**src/rtl/hc_xfer_pkg.sv**
```systemverilog
package hc_xfer_pkg;

    localparam int ADDR_W = 7;
    localparam int EP_W   = 4;
    localparam int MPS_W  = 11;

    typedef enum logic [1:0] {
        XK_CTRL = 2'b00,
        XK_ISO  = 2'b01,
        XK_BULK = 2'b10,
        XK_INTR = 2'b11
    } xfer_kind_e;

    typedef enum logic [1:0] {
        CH_IDLE  = 2'b00,
        CH_ARMED = 2'b01,
        CH_RUN   = 2'b10
    } ch_state_e;

    typedef struct packed {
        logic [ADDR_W-1:0] dev_addr;
        logic [EP_W-1:0]   ep;
        logic              dir_in;
        xfer_kind_e        kind;
        logic [MPS_W-1:0]  mps;
        logic              low_speed;
        logic              odd_frame;
    } chan_char_t;

    function automatic logic [1:0] pid_next(input logic [1:0] p);
        return {~p[1], 1'b0};
    endfunction

    function automatic logic is_periodic(input xfer_kind_e k);
        return (k == XK_ISO) || (k == XK_INTR);
    endfunction

endpackage

```
**src/rtl/hc_char_reg.sv**
```systemverilog
module hc_char_reg
    import hc_xfer_pkg::*;
(
    input  logic       clk,
    input  logic       rst,
    input  logic       load,
    input  chan_char_t d,
    output chan_char_t q
);
    always_ff @(posedge clk) begin
        if (rst) begin
            q <= '0;
        end else if (load) begin
            q <= d;
        end
    end
endmodule

```
**src/rtl/hc_xfer_count.sv**
```systemverilog
module hc_xfer_count
    import hc_xfer_pkg::*;
#(
    parameter int BYTE_W = 19,
    parameter int PKT_W  = 10
)(
    input  logic              clk,
    input  logic              rst,
    input  logic              load,
    input  logic [BYTE_W-1:0] ld_bytes,
    input  logic [PKT_W-1:0]  ld_pkts,
    input  logic [1:0]        ld_pid,
    input  logic              step,
    input  logic [MPS_W-1:0]  step_len,
    input  logic              dir_in,
    input  logic [MPS_W-1:0]  mps,
    output logic [BYTE_W-1:0] bytes_q,
    output logic [PKT_W-1:0]  pkts_q,
    output logic [1:0]        pid_q,
    output logic              last_o
);
    localparam logic [PKT_W-1:0] ONE_PKT = PKT_W'(1);

    logic [BYTE_W-1:0] len_ext;
    logic [BYTE_W-1:0] bytes_nxt;

    assign len_ext   = BYTE_W'(step_len);
    assign bytes_nxt = (len_ext > bytes_q) ? '0 : bytes_q - len_ext;
    assign last_o    = (pkts_q <= ONE_PKT) || (dir_in && (step_len < mps));

    always_ff @(posedge clk) begin
        if (rst) begin
            bytes_q <= '0;
            pkts_q  <= '0;
            pid_q   <= 2'b00;
        end else if (load) begin
            bytes_q <= ld_bytes;
            pkts_q  <= ld_pkts;
            pid_q   <= ld_pid;
        end else if (step) begin
            bytes_q <= bytes_nxt;
            pkts_q  <= pkts_q - ONE_PKT;
            pid_q   <= pid_next(pid_q);
        end
    end
endmodule

```
**src/rtl/hc_chan_fsm.sv**
```systemverilog
module hc_chan_fsm
    import hc_xfer_pkg::*;
(
    input  logic      clk,
    input  logic      rst,
    input  logic      en_set,
    input  logic      en_clr,
    input  logic      cfg_zero,
    input  logic      periodic,
    input  logic      odd_sel,
    input  logic      frame_lsb,
    input  logic      pkt_done,
    input  logic      last,
    output ch_state_e state_o,
    output logic      accept_o,
    output logic      done_o,
    output logic      halted_o
);
    ch_state_e state_q;
    logic      halt_req_q;
    logic      stop_now;
    logic      frame_ok;

    assign state_o  = state_q;
    assign accept_o = pkt_done && (state_q == CH_RUN);
    assign stop_now = en_clr || halt_req_q;
    assign frame_ok = !periodic || (frame_lsb == odd_sel);

    always_ff @(posedge clk) begin
        if (rst) begin
            state_q    <= CH_IDLE;
            halt_req_q <= 1'b0;
            done_o     <= 1'b0;
            halted_o   <= 1'b0;
        end else begin
            done_o   <= 1'b0;
            halted_o <= 1'b0;
            unique case (state_q)
                CH_IDLE: begin
                    if (en_set) begin
                        if (cfg_zero) begin
                            done_o   <= 1'b1;
                            halted_o <= 1'b1;
                        end else begin
                            state_q    <= CH_ARMED;
                            halt_req_q <= 1'b0;
                        end
                    end
                end
                CH_ARMED: begin
                    if (stop_now) begin
                        halted_o   <= 1'b1;
                        halt_req_q <= 1'b0;
                        state_q    <= CH_IDLE;
                    end else if (frame_ok) begin
                        state_q <= CH_RUN;
                    end
                end
                CH_RUN: begin
                    if (pkt_done) begin
                        if (last) begin
                            done_o     <= 1'b1;
                            halted_o   <= 1'b1;
                            halt_req_q <= 1'b0;
                            state_q    <= CH_IDLE;
                        end else if (stop_now) begin
                            halted_o   <= 1'b1;
                            halt_req_q <= 1'b0;
                            state_q    <= CH_IDLE;
                        end
                    end else if (en_clr) begin
                        halt_req_q <= 1'b1;
                    end
                end
                default: state_q <= CH_IDLE;
            endcase
        end
    end
endmodule

```
**src/rtl/hchan_xfer_tracker.sv**
```systemverilog
module hchan_xfer_tracker
    import hc_xfer_pkg::*;
#(
    parameter int BYTE_W = 19,
    parameter int PKT_W  = 10
)(
    input  logic              clk,
    input  logic              rst,
    input  logic              cfg_wr,
    input  logic [BYTE_W-1:0] cfg_bytes,
    input  logic [PKT_W-1:0]  cfg_pkts,
    input  logic [1:0]        cfg_pid,
    input  logic [6:0]        cfg_dev_addr,
    input  logic [3:0]        cfg_ep,
    input  logic              cfg_dir_in,
    input  logic [1:0]        cfg_kind,
    input  logic [10:0]       cfg_mps,
    input  logic              cfg_low_speed,
    input  logic              cfg_odd_frame,
    input  logic              en_set,
    input  logic              en_clr,
    input  logic              frame_lsb,
    input  logic              pkt_done,
    input  logic [10:0]       pkt_len,
    output logic              enabled_o,
    output logic              xfer_go_o,
    output logic [BYTE_W-1:0] bytes_left_o,
    output logic [PKT_W-1:0]  pkts_left_o,
    output logic [1:0]        pid_o,
    output logic [6:0]        dev_addr_o,
    output logic [3:0]        ep_o,
    output logic              dir_in_o,
    output logic [1:0]        kind_o,
    output logic [10:0]       mps_o,
    output logic              low_speed_o,
    output logic              odd_frame_o,
    output logic              done_o,
    output logic              halted_o
);
    ch_state_e  state;
    chan_char_t char_d;
    chan_char_t char_q;
    logic       load;
    logic       cfg_zero;
    logic       accept;
    logic       last;

    assign load = cfg_wr && (state == CH_IDLE);

    assign cfg_zero = cfg_wr ? (cfg_pkts == '0) : (pkts_left_o == '0);

    always_comb begin
        char_d.dev_addr  = cfg_dev_addr;
        char_d.ep        = cfg_ep;
        char_d.dir_in    = cfg_dir_in;
        char_d.kind      = xfer_kind_e'(cfg_kind);
        char_d.mps       = cfg_mps;
        char_d.low_speed = cfg_low_speed;
        char_d.odd_frame = cfg_odd_frame;
    end

    hc_char_reg u_char (
        .clk  (clk),
        .rst  (rst),
        .load (load),
        .d    (char_d),
        .q    (char_q)
    );

    hc_xfer_count #(
        .BYTE_W (BYTE_W),
        .PKT_W  (PKT_W)
    ) u_count (
        .clk      (clk),
        .rst      (rst),
        .load     (load),
        .ld_bytes (cfg_bytes),
        .ld_pkts  (cfg_pkts),
        .ld_pid   (cfg_pid),
        .step     (accept),
        .step_len (pkt_len),
        .dir_in   (char_q.dir_in),
        .mps      (char_q.mps),
        .bytes_q  (bytes_left_o),
        .pkts_q   (pkts_left_o),
        .pid_q    (pid_o),
        .last_o   (last)
    );

    hc_chan_fsm u_fsm (
        .clk       (clk),
        .rst       (rst),
        .en_set    (en_set),
        .en_clr    (en_clr),
        .cfg_zero  (cfg_zero),
        .periodic  (is_periodic(char_q.kind)),
        .odd_sel   (char_q.odd_frame),
        .frame_lsb (frame_lsb),
        .pkt_done  (pkt_done),
        .last      (last),
        .state_o   (state),
        .accept_o  (accept),
        .done_o    (done_o),
        .halted_o  (halted_o)
    );

    assign enabled_o   = (state != CH_IDLE);
    assign xfer_go_o   = (state == CH_RUN);
    assign dev_addr_o  = char_q.dev_addr;
    assign ep_o        = char_q.ep;
    assign dir_in_o    = char_q.dir_in;
    assign kind_o      = char_q.kind;
    assign mps_o       = char_q.mps;
    assign low_speed_o = char_q.low_speed;
    assign odd_frame_o = char_q.odd_frame;
endmodule

```
**config.mk**
```make
export PLATFORM = sky130hd
export DESIGN_NAME = hchan_xfer_tracker
export DESIGN_NICKNAME = d
export VERILOG_FILES = /design/src/rtl/hc_xfer_pkg.sv /design/src/rtl/hc_char_reg.sv /design/src/rtl/hc_xfer_count.sv /design/src/rtl/hc_chan_fsm.sv /design/src/rtl/hchan_xfer_tracker.sv
export SDC_FILE = /design/constraint.sdc
export NUM_CORES = 1
export LEC_CHECK = 0
export ABC_AREA = 1
export BUFFER_PORTS_ARGS = -buffer_cell sky130_fd_sc_hd__buf_2
export CAP_MARGIN = 25
export CORE_ASPECT_RATIO = 0.8
export CORE_MARGIN = 8
export CORE_UTILIZATION = 47
export CTS_CLUSTER_SIZE = 30
export DETAILED_ROUTE_END_ITERATION = 10
export PLACE_DENSITY = 0.79
export SLEW_MARGIN = 20
export SYNTH_ARGS = -nofsm -noshare
export SYNTH_HDL_FRONTEND = slang
export SYNTH_SLANG_ARGS = --single-unit
```
**constraint.sdc**
```tcl
create_clock -name clk -period 1.6 [get_ports clk]
set_input_delay 0.32 -clock clk [delete_from_list [all_inputs] [get_ports clk]]
set_output_delay 0.32 -clock clk [all_outputs]
set_load 0.03 [all_outputs]
```
==> flow_metrics.env, run 1 <==
export IMPL_synth_edf_count=0
export IMPL_async_flop_share_pct=0
export IMPL_drc_errors=0
export IMPL_setup_ws_ns=-0.190
export IMPL_crit_fanout=11
export IMPL_ys_ff_latch=63
export IMPL_die_x_um=122
export IMPL_slew_violations=0
export IMPL_synth_yosys_seq_area_share_pct=29.9
export IMPL_finalCritPeriodShare_pct=112
export IMPL_yosysTopAreaCellShare_pct=29.9
export IMPL_area_delta_synth_final_pct=54.7
export IMPL_tritoncts="built"
export IMPL_synth_common_cells="nand2_1, inv_1, nor2_1"
export IMPL_hp_class="primary input to flop"
export IMPL_tns_ns=-2.72
export IMPL_fmax_ghz=0.559
export IMPL_grt_overflow=0
export IMPL_violations="negative setup slack"
export IMPL_relSlewSlack_pct=77.9
export IMPL_cap_violations=0
export IMPL_synth_cell_types=36
export IMPL_start_util_pct=47.4
export IMPL_p_switching_w=0.00511
export IMPL_place_hpwl_um=11500
export IMPL_rows=31
export IMPL_end_kind="flop"
export IMPL_rrSetupSlack_ns=-0.19
export IMPL_required_ns=1.89
export IMPL_crit_type="flop to flop"
export IMPL_synth_fp_nets=742
export IMPL_p_seq_share_pct=22.4
export IMPL_cts_hold_buffers=0
export IMPL_layout_nets=976
export IMPL_vias=5002
export IMPL_drt_wl_total_um=15200
export IMPL_avgSynthCellArea_um2=6.62
export IMPL_pre_cts_ws_ns=-0.358
export IMPL_cts_buffers=9
export IMPL_postRouteAntennaNets=0
export IMPL_coreArea_um2=8880
export IMPL_fin_hold_ws_ns=0.209
export IMPL_yosys_area_top_type="dfxtp_1"
export IMPL_clk_pin_slew_ns=0.07
export IMPL_ios=138
export IMPL_synth_area_leaders="dfxtp_1, nand2_1, ha_1"
export IMPL_insertion_delay_ns=0.36
export IMPL_worstMarginPinSlew_ns=0.328
export IMPL_swShare_pct=48.6
export IMPL_antenna_found_initial=0
export IMPL_p_int_w=0.00541
export IMPL_grt_max_degree=31
export IMPL_clock_skew_ns=0.0138
export IMPL_fin_crit_ns=1.79
export IMPL_placedCellCount=959
export IMPL_grt_pass1_wl_um=23300
export IMPL_stdcell_count=990
export IMPL_fill_cells=714
export IMPL_p_leak_nw=3.36
export IMPL_grt_usage_pct=23.8
export IMPL_die_h_um=101
export IMPL_cp_arrival_ns=2.08
export IMPL_drive_above_1_share_pct=46.7
export IMPL_first_pass_iters=5
export IMPL_clock_power_share_pct=13.1
export IMPL_antennaDiodeCount=0
export IMPL_gp_congestion=0.997
export IMPL_first_global_vias=5033
export IMPL_synth_cells=636
export IMPL_rsz0062_at_grt="true"
export IMPL_drtIter0Drc=410
export IMPL_powerDensity_nw_per_um2=1610
export IMPL_yosys_most_used_dff="dfxtp_1"
export IMPL_clock_root_buffer="clkbuf_8"
export IMPL_via_per_inst=5.05
export IMPL_wire_per_inst_um=15.3
export IMPL_pwr_share_comb_pct=64.5
export IMPL_clkSinkCount=63
export IMPL_status="finished, violations left"
export IMPL_fin_util_pct=73.4
export IMPL_yosysMostFrequentCell="nand2_1"
export IMPL_ir_worst_vdd_mv=1.24
export IMPL_die_area_um2=12300
export IMPL_hold_viol=0
export IMPL_portBuffers=137
export IMPL_cts_buffer_depth=2
export IMPL_critPathLaunchType="flop"
export IMPL_h_tree_depth=3
export IMPL_finalSetupViolCount=20
export IMPL_yosysWarnings=0
export IMPL_syn_area_um2=4210
-- sequential cells by signal (all words and copies together), names as in the netlist --
name,count
u_fsm.state_o,2
u_fsm.halted_o,1
u_fsm.done_o,1
u_fsm.halt_req_q,1
u_count.pkts_q,10
u_count.bytes_q,19
u_count.pid_q,2
u_char.q,27
-- placed cells by master (no fill, tap or decap), drive strengths merged --
| cell | instances |
|---|---|
| clkinv | 2 |
| o21a | 1 |
| a22o | 10 |
| buf | 240 |
| nand4 | 6 |
| xnor2 | 1 |
| o211ai | 3 |
| clkinvlp | 1 |
| nand2 | 154 |
| a31oi | 6 |
| o311ai | 1 |
| o31ai | 1 |
| xor2 | 12 |
| or2 | 3 |
| o21ai | 48 |
| clkbuf | 11 |
| nand3b | 2 |
| ha | 29 |
| and2 | 2 |
| nand3 | 34 |
| inv | 104 |
| dfxtp | 63 |
| a21oi | 46 |
| fa | 1 |
| a211oi | 1 |
| nor2 | 86 |
| nor3 | 7 |
-- metrics by stage --
stage | power (W) | instance area (µm²)
floorplan | 0.00618 | 4400
global placement | 0.00815 | 5840
detailed placement | 0.00830 | 5840
CTS | 0.0101 | 6280
global route | 0.0113 | 6520
finish | 0.0105 | 6520
-- timing repair --
action                     CTS  global route
setup endpoints to repair   30            42
pin swaps                   21            25
buffers inserted            10             4
gates cloned                 0             1
gates resized for setup     46            54
-- area by class of cell --
type,instances,area (µm²),share of cell area (%)
Clock inverter,5,37.5,0.576
Timing Repair inverter,1,5.00,0.0768
Inverter,101,397,6.09
Clock buffer,11,151,2.32
Multi-Input combinational cell,454,2970,45.5
Tap cell,115,144,2.21
Timing Repair Buffer,240,1510,23.2
Sequential cell,63,1300,20.0
-- path summary, 6_finish.rpt --
check,start,to,cells past startpoint
setup / recovery,u_count.bytes_q[8]$_SDFFE_PP0P_,u_count.bytes_q[18]$_SDFFE_PP0P_,12
hold / removal,cfg_ep[2],u_char.q[18]$_SDFFE_PP0P_,3
setup reg to reg,u_count.bytes_q[8]$_SDFFE_PP0P_,u_count.bytes_q[18]$_SDFFE_PP0P_,12
hold reg to reg,u_count.pid_q[0]$_SDFFE_PP0P_,u_count.pid_q[0]$_SDFFE_PP0P_,2
-- kinds of logic after synthesis --
kind of cell	count (synthesis)	share of synthesized area, %
flops	63	29.9
fa+ha+maj	30	9.09
compound gates	117	16.3
simple gates	294	30.6
buf+inv	119	11.3
xor+xnor	13	2.70
-- power groups by stage --
| stage | Sequential, W | Clock, W | Combinational (W) |
|---|---|---|---|
| detailed placement | 0.00235 | 0 | 0.00594 |
| global route | 0.00241 | 0.00146 | 0.00738 |
| floorplan | 0.00319 | 0 | 0.00299 |
| CTS | 0.00234 | 0.00140 | 0.00635 |
| finish | 0.00235 | 0.00138 | 0.00679 |
| global placement | 0.00234 | 0 | 0.00581 |
-- layer usage --
metal | track usage, % | up-vias | wire length, µm
met5 | 0 | - | 0
met4 | 11.1 | 0 | 285
met3 | 7.00 | 25 | 1340
met2 | 38.1 | 205 | 7020
met1 | 28.7 | 2271 | 6520
li1 | - | 2501 | -
-- critical path, cell delays in order, from the launching register on --
cell and delay (ns):
dfxtp_4 0.36, ha_4 0.32, nand2_4 0.06, inv_4 0.06, nand2_4 0.05, nor2_4 0.12, nand2_2 0.08, nor2_4 0.10
nor2_4 0.05, nor2_4 0.14, buf_12 0.15, nand3_1 0.09, a21oi_1 0.13
Note: power is estimated with default switching activity, not from simulation.
==> run 2, diff against run 1 <==
SETUP_SLACK_MARGIN = 0.5   (was unset)
SYNTH_HIERARCHICAL = 1   (was unset)
==> flow_metrics.env, run 2 <==
export IMPL_status="finished, violations left"
export IMPL_violations="negative setup slack"
export IMPL_slew_violations=0
export IMPL_crit_fanout=4
export IMPL_relSlewSlack_pct=62.7
export IMPL_first_global_vias=5774
export IMPL_synth_cells=666
export IMPL_end_kind="flop"
export IMPL_insertion_delay_ns=0.35
export IMPL_final_cell_mix="nand2_1, buf_6, inv_1"
export IMPL_p_seq_share_pct=19.2
export IMPL_rr_worst_depth=14
export IMPL_grt_usage_pct=28.4
export IMPL_start_util_pct=48.2
export IMPL_synth_edf_count=0
export IMPL_fin_crit_ns=2.10
export IMPL_synth_common_cells="nand2_1, inv_1, nor2_1"
export IMPL_area_delta_synth_final_pct=82.4
export IMPL_portBuffers=137
export IMPL_worstPathCellList="inv_1, ha_1, o211ai_1, nand2_1, nand3_1, nand4_1, o41ai_2, inv_1, nand2_1, nor2_2, nor2_4, nand3_2, nand2_1, nor2_1"
export IMPL_fmax_ghz=0.475
export IMPL_required_ns=1.83
export IMPL_h_tree_depth=3
export IMPL_yosys_area_top_type="dfxtp_1"
export IMPL_finalCritPeriodShare_pct=131
export IMPL_grt_max_degree=28
export IMPL_rsz0062_at_grt="true"
export IMPL_hold_viol=0
export IMPL_p_int_w=0.00754
export IMPL_async_flop_share_pct=0
export IMPL_first_pass_iters=7
export IMPL_die_area_um2=12600
export IMPL_cp_arrival_ns=2.33
export IMPL_drive_above_1_share_pct=56.4
export IMPL_largest_register_ffs=27
export IMPL_antenna_found_initial=0
export IMPL_powerDensity_nw_per_um2=1770
export IMPL_hold_depth=3
export IMPL_wire_per_inst_um=20.9
export IMPL_drt_wl_total_um=21900
export IMPL_layout_commonest_cell="nand2_1"
export IMPL_yosysWarnings=6
export IMPL_synth_area_leaders="dfxtp_1, nand2_1, inv_1"
export IMPL_via_per_inst=5.86
export IMPL_yosys_most_used_dff="dfxtp_1"
export IMPL_cp_slowest_cell="dfxtp_2"
export IMPL_finalSetupViolCount=25
export IMPL_clkSinkCount=63
export IMPL_synth_fp_nets=771
export IMPL_path_depth=14
export IMPL_yosysMostFrequentCell="nand2_1"
export IMPL_place_hpwl_um=11400
export IMPL_clk_pin_slew_ns=0.06
export IMPL_coreArea_um2=9000
export IMPL_ios=138
export IMPL_die_h_um=102
export IMPL_yosysTopAreaCellShare_pct=29.1
export IMPL_setup_ws_ns=-0.504
export IMPL_crit_family="simple AND/OR/NAND/NOR gates"
export IMPL_path_buf_inv=2
export IMPL_reg_top3="u_char/q (27), u_count/bytes_q (19), u_count/pkts_q (10)"
export IMPL_crit_path_frequent_cell="nand2_1"
export IMPL_drtIter0Drc=887
export IMPL_rows=31
export IMPL_largest_register="u_char/q"
export IMPL_placedCellCount=981
export IMPL_pwr_share_comb_pct=66.3
export IMPL_postRouteAntennaNets=0
export IMPL_hp_class="primary input to flop"
export IMPL_tritoncts="built"
export IMPL_ys_ff_latch=63
export IMPL_layout_nets=1034
export IMPL_drc_errors=0
export IMPL_stdcell_count=1050
export IMPL_cts_buffers=9
export IMPL_synth_yosys_seq_area_share_pct=29.1
export IMPL_worstMarginPinSlew_ns=0.559
export IMPL_clock_root_buffer="clkbuf_16"
export IMPL_max_stage_delay_ns=0.34
export IMPL_ir_worst_vdd_mv=1.24
export IMPL_clock_skew_ns=0.00986
export IMPL_fin_hold_ws_ns=0.228
export IMPL_synth_cell_types=42
export IMPL_clock_power_share_pct=14.5
export IMPL_avgSynthCellArea_um2=6.51
export IMPL_p_leak_nw=3.90
export IMPL_p_switching_w=0.00642
export IMPL_die_x_um=123
export IMPL_cts_buffer_depth=2
export IMPL_cts_hold_buffers=0
export IMPL_syn_area_um2=4330
export IMPL_crit_type="flop to flop"
export IMPL_gp_congestion=0.897
export IMPL_critPathLaunchType="flop"
export IMPL_grt_pass1_wl_um=28300
export IMPL_cap_violations=0
export IMPL_swShare_pct=46.0
export IMPL_grt_overflow=0
export IMPL_vias=6152
## run 2: power by group through the flow
stage                     Sequential, W  Clock, W  Combinational, W
after global routing            0.00273   0.00210           0.00963
final                           0.00268   0.00202           0.00926
after CTS                       0.00261   0.00200           0.00786
after global placement          0.00246         0           0.00590
after floorplan                 0.00336         0           0.00327
after detailed placement        0.00250         0           0.00609
## run 2: kinds of logic (layout without fill, tap and decap cells)
kind of cell    Yosys count  in the layout  synth area share, %
other cells               0              1                    0
xor+xnor                 13             13                 2.63
buf+inv                 128            396                 12.9
simple gates            349            349                 35.0
compound gates           84             84                 11.9
fa+ha+maj                29             29                 8.55
flops                    63             63                 29.1
## run 2: routing by layer
metal	routed length (µm)	GRT usage, %
met2	10600	50.0
met4	1460	17.6
met3	2500	8.50
met1	7370	29.2
met5	0	0
## run 2: timing repair
item	4_1_cts	5_1_grt
setup buffers	23	25
cloned	3	1
setup endpoints to repair	125	125
gates resized for setup	269	48
pin swaps	22	23
## run 2: worst register-to-register path, stage by stage (launching register included)
cell,delay [ns]
dfxtp_2,0.34
inv_1,0.05
ha_1,0.28
o211ai_1,0.14
nand2_1,0.16
nand3_1,0.13
nand4_1,0.14
o41ai_2,0.11
inv_1,0.11
nand2_1,0.09
nor2_2,0.05
nor2_4,0.15
nand3_2,0.10
nand2_1,0.08
nor2_1,0.05
## run 2: layout make-up
cell class                 count  area (µm²)
multi-input combinational    475        3170
timing repair buffer         269        2440
sequential                    63        1400
fill                         384        1090
inverter                     111         448
clock buffer                  13         280
tap                          115         144
clock inverter                 3        21.3
antenna                        1        2.50
## run 2: per-stage QoR
| step | util, % | TNS [ns] | area, µm² | setup WS, ns | total power [W] |
|---|---|---|---|---|---|
| 3_3_place_gp | 67.9 | -4.68 | 6110 | -0.291 | 0.00837 |
| 2_1_floorplan | - | -1.61 | 4800 | -0.162 | 0.00663 |
| 6_report | 87.8 | -7.84 | 7900 | -0.504 | 0.0140 |
| 5_1_grt | 87.8 | -9.27 | 7900 | -0.554 | 0.0145 |
| 4_1_cts | 83.3 | -2.17 | 7500 | -0.192 | 0.0125 |
| 3_5_place_dp | 67.9 | -6.31 | 6110 | -0.351 | 0.00858 |
## run 2: worst paths after layout
| kind | endpoint | from | slack [ns] |
|---|---|---|---|
| setup / recovery | u_fsm/state_o[0]$_SDFFE_PP0P_ | u_char/q[3]$_SDFFE_PP0P_ | -0.50 |
| hold / removal | u_count/pid_q[0]$_SDFFE_PP0P_ | cfg_pid[0] | 0.23 |
| setup reg to reg | u_fsm/state_o[0]$_SDFFE_PP0P_ | u_char/q[3]$_SDFFE_PP0P_ | -0.50 |
| hold reg to reg | u_fsm/halt_req_q$_SDFFE_PP0P_ | u_fsm/halt_req_q$_SDFFE_PP0P_ | 0.48 |
